## src/rtl/cfgreg_pkg.sv

```systemverilog
package cfgreg_pkg;
    typedef enum logic {
        ST_IDLE = 1'b0,
        ST_ACK  = 1'b1
    } cfg_state_e;
endpackage

```

## src/rtl/cfgreg_decode.sv

```systemverilog
module cfgreg_decode #(
    parameter int WIN_W = 8,
    parameter logic [WIN_W-1:0] WINDOW = 8'hFF,
    parameter int IDX_W = 4
) (
    input  logic [WIN_W-1:0] win_bits,
    input  logic [IDX_W-1:0] idx_bits,
    output logic             hit,
    output logic [IDX_W-1:0] idx
);
    always_comb begin
        hit = (win_bits == WINDOW);
        idx = idx_bits;
    end
endmodule

```

## src/rtl/cfgreg_bank.sv

```systemverilog
module cfgreg_bank #(
    parameter int NUM_REGS = 16,
    parameter int KEEP_W   = 16,
    localparam int IDX_W   = $clog2(NUM_REGS),
    localparam int LANES   = KEEP_W / 8
) (
    input  logic              clk,
    input  logic              rst,
    input  logic              wr_en,
    input  logic [IDX_W-1:0]  idx,
    input  logic [LANES-1:0]  lane_en,
    input  logic [KEEP_W-1:0] wr_data,
    output logic [KEEP_W-1:0] rd_data,
    output logic [KEEP_W-1:0] entry0
);
    logic [KEEP_W-1:0] mem [NUM_REGS];

    for (genvar r = 0; r < NUM_REGS; r++) begin : g_reg
        for (genvar l = 0; l < LANES; l++) begin : g_lane
            always_ff @(posedge clk or posedge rst) begin
                if (rst)
                    mem[r][l*8 +: 8] <= '0;
                else if (wr_en && lane_en[l] && (idx == IDX_W'(r)))
                    mem[r][l*8 +: 8] <= wr_data[l*8 +: 8];
            end
        end
    end

    always_comb begin
        rd_data = mem[idx];
        entry0  = mem[0];
    end
endmodule

```

## src/rtl/cfgreg_slave.sv

```systemverilog
module cfgreg_slave #(
    parameter int ADDR_W   = 32,
    parameter int DATA_W   = 32,
    parameter int NUM_REGS = 16,
    parameter int KEEP_W   = 16,
    parameter int WIN_W    = 8,
    parameter logic [WIN_W-1:0] WINDOW = 8'hFF,
    localparam int SEL_W   = DATA_W / 8,
    localparam int IDX_W   = $clog2(NUM_REGS),
    localparam int LANES   = KEEP_W / 8
) (
    input  logic              clk,
    input  logic              rst,
    input  logic              cyc_i,
    input  logic              stb_i,
    input  logic              we_i,
    input  logic [ADDR_W-1:0] addr_i,
    input  logic [SEL_W-1:0]  sel_i,
    input  logic [DATA_W-1:0] wdata_i,
    output logic              ack_o,
    output logic [DATA_W-1:0] rdata_o,
    output logic [KEEP_W-1:0] prio_o
);
    import cfgreg_pkg::*;

    cfg_state_e        state_q, state_d;
    logic              hit;
    logic [IDX_W-1:0]  idx;
    logic              accept;
    logic [KEEP_W-1:0] bank_rd;
    logic [KEEP_W-1:0] rdata_q;

    logic unused_bits;
    assign unused_bits = ^{addr_i[ADDR_W-WIN_W-1:IDX_W+2], addr_i[1:0],
                           sel_i[SEL_W-1:LANES], wdata_i[DATA_W-1:KEEP_W]};

    cfgreg_decode #(.WIN_W(WIN_W), .WINDOW(WINDOW), .IDX_W(IDX_W)) u_decode (
        .win_bits (addr_i[ADDR_W-1 -: WIN_W]),
        .idx_bits (addr_i[IDX_W+1:2]),
        .hit      (hit),
        .idx      (idx)
    );

    assign accept = (state_q == ST_IDLE) && cyc_i && stb_i && hit;

    cfgreg_bank #(.NUM_REGS(NUM_REGS), .KEEP_W(KEEP_W)) u_bank (
        .clk     (clk),
        .rst     (rst),
        .wr_en   (accept && we_i),
        .idx     (idx),
        .lane_en (sel_i[LANES-1:0]),
        .wr_data (wdata_i[KEEP_W-1:0]),
        .rd_data (bank_rd),
        .entry0  (prio_o)
    );

    always_comb begin
        state_d = state_q;
        unique case (state_q)
            ST_IDLE: if (accept) state_d = ST_ACK;
            ST_ACK:  state_d = ST_IDLE;
            default: state_d = ST_IDLE;
        endcase
    end

    always_ff @(posedge clk or posedge rst) begin
        if (rst) begin
            state_q <= ST_IDLE;
            rdata_q <= '0;
        end else begin
            state_q <= state_d;
            if (accept) rdata_q <= bank_rd;
        end
    end

    always_comb begin
        ack_o   = 1'b0;
        rdata_o = '0;
        unique case (state_q)
            ST_IDLE: ;
            ST_ACK: begin
                ack_o   = 1'b1;
                rdata_o = DATA_W'(rdata_q);
            end
            default: ;
        endcase
    end
endmodule

```

## config.mk

```make
export PLATFORM = sky130hd
export DESIGN_NAME = cfgreg_slave
export DESIGN_NICKNAME = d
export VERILOG_FILES = /design/src/rtl/cfgreg_pkg.sv /design/src/rtl/cfgreg_decode.sv /design/src/rtl/cfgreg_bank.sv /design/src/rtl/cfgreg_slave.sv
export SDC_FILE = /design/constraint.sdc
export NUM_CORES = 1
export LEC_CHECK = 0
export BUFFER_PORTS_ARGS = -buffer_cell sky130_fd_sc_hd__buf_4
export CORE_MARGIN = 2
export CORE_UTILIZATION = 45
export DETAILED_ROUTE_END_ITERATION = 8
export PLACE_DENSITY = 0.65
export SYNTH_ARGS = -nofsm -noshare
export SYNTH_HDL_FRONTEND = slang
export SYNTH_SLANG_ARGS = --single-unit
```

## constraint.sdc

```tcl
create_clock -name clk -period 8.7 [get_ports clk]
set_clock_uncertainty 0.15 [all_clocks]
set_input_delay 0.87 -clock clk [delete_from_list [all_inputs] [get_ports clk]]
set_output_delay 0.87 -clock clk [all_outputs]
set_load 0.05 [all_outputs]
```

==> results.py, run 1 <==
metrics = {
    "power": {
        "ir_worst_vdd_mv": 0.1162,
        "p_per_area_nw_per_um2": 184.3,
        "p_leak_nw": 6.978,
    },
    "cts": {
        "cts_root_buf": "clkbuf_16",
        "numCtsBuffers": 28,
        "clk_pin_slew_worst_paths_ps": 60,
        "clock_latency_ps": 540,
        "cts.htree.levels": 1,
        "postCtsSetupRepairBufs": 0,
        "ctsHoldBuffers": 0,
        "cts_max_path_buffers": 3,
        "clock_sinks": 273,
        "cts_tree": "done",
        "ctsResizeCount": 0,
    },
    "critical_path": {
        "critPathCapture": "u_bank.mem[9]$_DFFE_PP0P_",
        "r2r_slack_ps": 5610,
        "reg2reg_depth": 5,
        "start_kind": "primary input",
        "crit_path_max_fanout": 55,
        "reg2reg_to": "u_bank.mem[169]$_DFFE_PP0P_",
        "crit_start": "addr_i[3]",
        "cp.required_ps": 8960,
        "critPathCaptureType": "register",
        "reg2reg_from": "state_q$_DFF_PP0_",
        "arrival_ps": 3420,
        "path_class": "primary input to register",
    },
    "grt": {
        "grt_pass1_vias": 6919,
        "grt-ovfl-total": 0,
        "antenna_found_initial": 2,
        "gr-usage-all-layers_pct": 18.23,
        "grt_max_degree": 155,
        "grt_first_pass_wirelength_um": 41500,
    },
    "layout": {
        "multi_input_area_um2": 5429,
        "final_cell_mix": "dfrtp_1, mux2_2, buf_4, mux4_2, a22oi_1",
        "nFillCells": 2368,
        "seq_area_um2": 6832,
        "mostFrequentLayoutCell": "dfrtp_1",
        "area_delta_synth_final_pct": 12.50,
        "fin_util_pct": 51.45,
        "diodes": 0,
        "fin_nets": 917,
        "drive_gt1_share_pct": 55.38,
    },
    "placed_design": {
        "port_buffers": 67,
        "dp_hpwl_um": 16280,
        "gp_congestion": 0.7176,
    },
    "sta": {
        "finalMaxSlewViolations": 0,
        "hold_viol": 0,
        "setup-violations-final": 0,
        "worst_slew_margin_rel_pct": 22.04,
        "min_period_ps": 3152,
        "rsz0062_at_grt": "false",
        "fin_crit_sh_pct": 36.23,
        "timing.fmax_mhz": 317.3,
        "worst_pin_slew_ps": 1167,
        "fin_setup_tns_ps": 0,
    },
    "die": {
        "chipHeight_um": 172.0,
        "num_rows": 61,
        "io_pins": 122,
        "die_area_um2": 29590,
        "start_util_pct": 45.73,
        "die_w_um": 172.0,
        "coreArea_um2": 27780,
    },
    "status": {
        "status": "finished clean",
    },
    "synthesis": {
        "synthCells": 813,
        "netlist_area_um2": 12700,
        "ys_types": 28,
        "postSynthAreaPerCell_um2": 15.63,
        "ys_warn_count": 0,
        "synth-seq-cells": 273,
        "seq_area_frac_synth_pct": 53.77,
    },
    "hold_path": {
        "hp-class": "primary input to asynchronous set/reset pin",
    },
    "detailed_routing": {
        "vias_per_cell": 5.541,
        "ant_nets": 0,
        "firstDrtPassIters": 4,
        "drcViolationCount": 0,
        "drt-total-wl_um": 25800,
        "first_iter_violations": 389,
        "dr_total_vias": 6887,
        "wl_per_cell_um": 20.76,
    },
    "run": {
        "drv_cap": 0,
    },
}
report_power, final:
part / internal (mW) / switching, mW
logic: 0.0304 / 0.0968
clock network: 0.737 / 0.494
registers: 1.27 / 0.00222
worst min path at each step:
stage,cells past startpoint,slack (ps),from,to
floorplan,1,320,u_bank.mem[144]$_DFFE_PP0P_,u_bank.mem[144]$_DFFE_PP0P_
global placement,1,330,u_bank.mem[79]$_DFFE_PP0P_,u_bank.mem[79]$_DFFE_PP0P_
detailed placement,1,340,u_bank.mem[156]$_DFFE_PP0P_,u_bank.mem[156]$_DFFE_PP0P_
CTS,1,350,u_bank.mem[156]$_DFFE_PP0P_,u_bank.mem[156]$_DFFE_PP0P_
global route,1,360,u_bank.mem[25]$_DFFE_PP0P_,u_bank.mem[25]$_DFFE_PP0P_
finish,2,330,rst,u_bank.entry0[1]$_DFFE_PP0P_
routing by layer:
metal,part of all wire (%),track usage [%]
met4,1.4,3.617
met1,48,27.63
met3,5.2,3.571
met2,45,27.50
met5,0.11,0
cell families (layout without fill, tap and decap cells):
family | after synthesis | after routing | synth area share, %
AOI/OAI and AO/OA | 48 | 48 | 2.679
buffers and inverters | 92 | 129 | 4.048
DFF | 273 | 273 | 53.77
muxes | 320 | 320 | 34.04
other | 1 | 16 | 0.02952
and+or+nand+nor | 79 | 79 | 5.436
cells in the mapped netlist, drive strengths merged:
cell type,instances,share of area [%]
dfrtp,273,54
mux2,256,23
mux4,64,11
buf,63,3.2
a22oi,32,1.9
clkbuf,28,0.83
and2,19,0.94
nor2,18,0.55
a31oi,16,0.79
nand4,16,1.5
nand3,12,1.5
and3,5,0.25
nor2b,4,0.20
and4,1,0.069
conb,1,0.030
inv,1,0.030
nand2,1,0.030
nand4b,1,0.19
nor3,1,0.079
nor4,1,0.17
area by class of cell:
class	instances	share of cell area [%]
clock buffer	36	5.611
inverter	1	0.07879
timing repair buffer	77	4.132
tap	378	3.309
clock inverter	15	1.086
multi-input combinational	463	37.98
sequential	273	47.80
worst max-delay path: stages:
cell,delay [ps]
buf_4,250
buf_4,760
and2_1,540
and4_1,580
mux2_2,390
flip-flops by register name, indices dropped and copies added (netlist names):
name and flops:
state_q 1, rdata_q 16, u_bank.mem 240, u_bank.entry0 16
through the flow:
step,setup WS (ps),hold slack (ps),std cells,area (um^2),power [mW]
after detailed placement,4965,338.1,1192,13340,1.430
after CTS,5527,351.9,1243,14290,2.663
after global placement,5003,332.1,1192,13340,1.430
after floorplan,156.3,323.8,828,12760,1.391
after global routing,5372,357.6,1243,14290,2.731
final,5548,328.9,1243,14290,2.634
(Power assumes the default switching activity.)
==> run 2: changes to the inputs <==
PLACE_DENSITY = 0.62   (was 0.65)
clock period = 2.9 ns   (was 8.7 ns; I/O delays follow)
==> run 2 against run 1 <==
Clock-buffer cell count increased by 8; power rose to 2.9 times the previous value; flip-flop and latch count stayed put; first-iteration DRC count is 12% higher; critical path type is now register to register; largest cell class unchanged; highest routed layer is now met4; largest power group unchanged.
==> results.py, run 2 (same netlist as run 1, synthesis figures left out) <==
metrics = {
    "status": {
        "status": "finished clean",
    },
    "die": {
        "die_w_um": 172.0,
        "chipHeight_um": 172.0,
        "num_rows": 61,
        "coreArea_um2": 27780,
        "die_area_um2": 29590,
        "start_util_pct": 45.73,
        "io_pins": 122,
    },
    "sta": {
        "timing.fmax_mhz": 414.6,
        "setup-violations-final": 0,
        "rsz0062_at_grt": "false",
        "hold_viol": 0,
        "min_period_ps": 2412,
        "worst_slew_margin_rel_pct": 57.49,
        "finalMaxSlewViolations": 0,
        "fin_setup_tns_ps": 0,
        "fin_crit_sh_pct": 83.16,
        "worst_pin_slew_ps": 636.4,
    },
    "layout": {
        "drive_gt1_share_pct": 54.51,
        "diodes": 0,
        "largest_register": "u_bank.mem",
        "final_cell_mix": "dfrtp_1, mux2_2, buf_4, mux4_2, a22oi_1",
        "largest_reg_flops": 240,
        "area_delta_synth_final_pct": 14.67,
        "final_cells": 1277,
        "final_cell_area_um2": 14570,
        "nFillCells": 2284,
        "seq_area_um2": 6832,
        "fin_nets": 953,
        "multi_input_area_um2": 5429,
        "mostFrequentLayoutCell": "dfrtp_1",
    },
    "grt": {
        "antenna_found_initial": 0,
        "gr-usage-all-layers_pct": 19.98,
        "grt-ovfl-total": 0,
        "grt_pass1_vias": 7678,
        "grt_max_degree": 78,
        "grt_first_pass_wirelength_um": 44590,
    },
    "cts": {
        "numCtsBuffers": 29,
        "cts_root_buf": "clkbuf_16",
        "cts_tree": "done",
        "clock_sinks": 273,
        "ctsResizeCount": 0,
        "cts_max_path_buffers": 3,
        "postCtsSetupRepairBufs": 0,
        "ctsHoldBuffers": 15,
        "cts.htree.levels": 1,
        "clk_pin_slew_worst_paths_ps": 60,
        "clock_latency_ps": 530,
    },
    "placed_design": {
        "dp.cells": 1212,
        "port_buffers": 67,
        "gp_congestion": 0.7520,
        "post_dp_cell_area_um2": 13530,
        "dp_hpwl_um": 19220,
    },
    "detailed_routing": {
        "drt-total-wl_um": 28410,
        "vias_per_cell": 5.648,
        "wl_per_cell_um": 22.25,
        "dr_total_vias": 7213,
        "ant_nets": 0,
        "first_iter_violations": 437,
        "firstDrtPassIters": 4,
        "drcViolationCount": 0,
    },
    "critical_path": {
        "crit_path_max_fanout": 32,
        "cp.required_ps": 3160,
        "critPathCaptureType": "register",
        "arrival_ps": 2670,
        "start_kind": "register",
        "path_class": "register to register",
    },
    "power": {
        "ir_worst_vdd_mv": 0.3816,
        "p_leak_nw": 7.114,
        "p_per_area_nw_per_um2": 531.0,
    },
    "run": {
        "drv_cap": 0,
    },
    "hold_path": {
        "hp-class": "primary input to register",
    },
}
run 2: cell types whose count changed in the layout (fill, tap and decap cells not counted), sizes merged:
cell	delta
bufinv	-2
dlygate4sd3	+15
clkbuf	+8
clkinv	-5
buf	+20
inv	-1
clkinvlp	-1
run 2: layout make-up:
cell class	count	share of cell area, %
Clock buffer	44	5.711
Clock inverter	6	0.3779
Inverter	1	0.05153
Multi-Input combinational cell	463	37.26
Sequential cell	273	46.89
Tap cell	378	3.246
Timing Repair Buffer	112	6.458
run 2: worst paths after layout:
path | slack [ps] | depth (start not counted) | from | end
worst max register to register | 490 | 5 | state_q$_DFF_PP0_ | u_bank.mem[216]$_DFFE_PP0P_
max in group asynchronous | 1590 | 4 | rst | u_bank.mem[188]$_DFFE_PP0P_
worst min-delay path | 20 | 2 | wdata_i[15] | u_bank.entry0[15]$_DFFE_PP0P_
worst min register to register | 350 | 1 | u_bank.mem[137]$_DFFE_PP0P_ | u_bank.mem[137]$_DFFE_PP0P_
worst max-delay path | 490 | 5 | state_q$_DFF_PP0_ | u_bank.mem[216]$_DFFE_PP0P_
min in group asynchronous | 220 | 3 | rst | u_bank.mem[210]$_DFFE_PP0P_
run 2: report_power, final:
part | internal [mW] | switching, mW
registers | 3.82 | 0.00725
logic | 0.125 | 0.302
clock network | 2.05 | 1.43
total | 5.99 | 1.74
run 2: per-stage QoR:
step	hold slack (ps)	utilization, %	setup slack, ps	power (mW)
3_5_place_dp	212.4	48.71	319.9	4.318
5_1_grt	20.01	52.44	331.8	8.016
4_1_cts	2.285	52.44	446.8	7.813
3_3_place_gp	211.7	48.71	377.1	4.303
2_1_floorplan	290.4	-	-1149	4.175
6_report	24.48	52.44	488.2	7.735
run 2: worst max-delay path, stage by stage (launching register included):
cell      delay [ps]
dfrtp_1          380
nand4b_4         240
nor3_4           240
buf_4            380
nand4_2          460
mux2_2           440
run 2: metal layers:
metal  wire length, um  global-route usage [%]
met2             13740                   32.39
met3              1372                   2.472
met1             12880                   29.18
met4               419                   4.348
met5                 0                       0
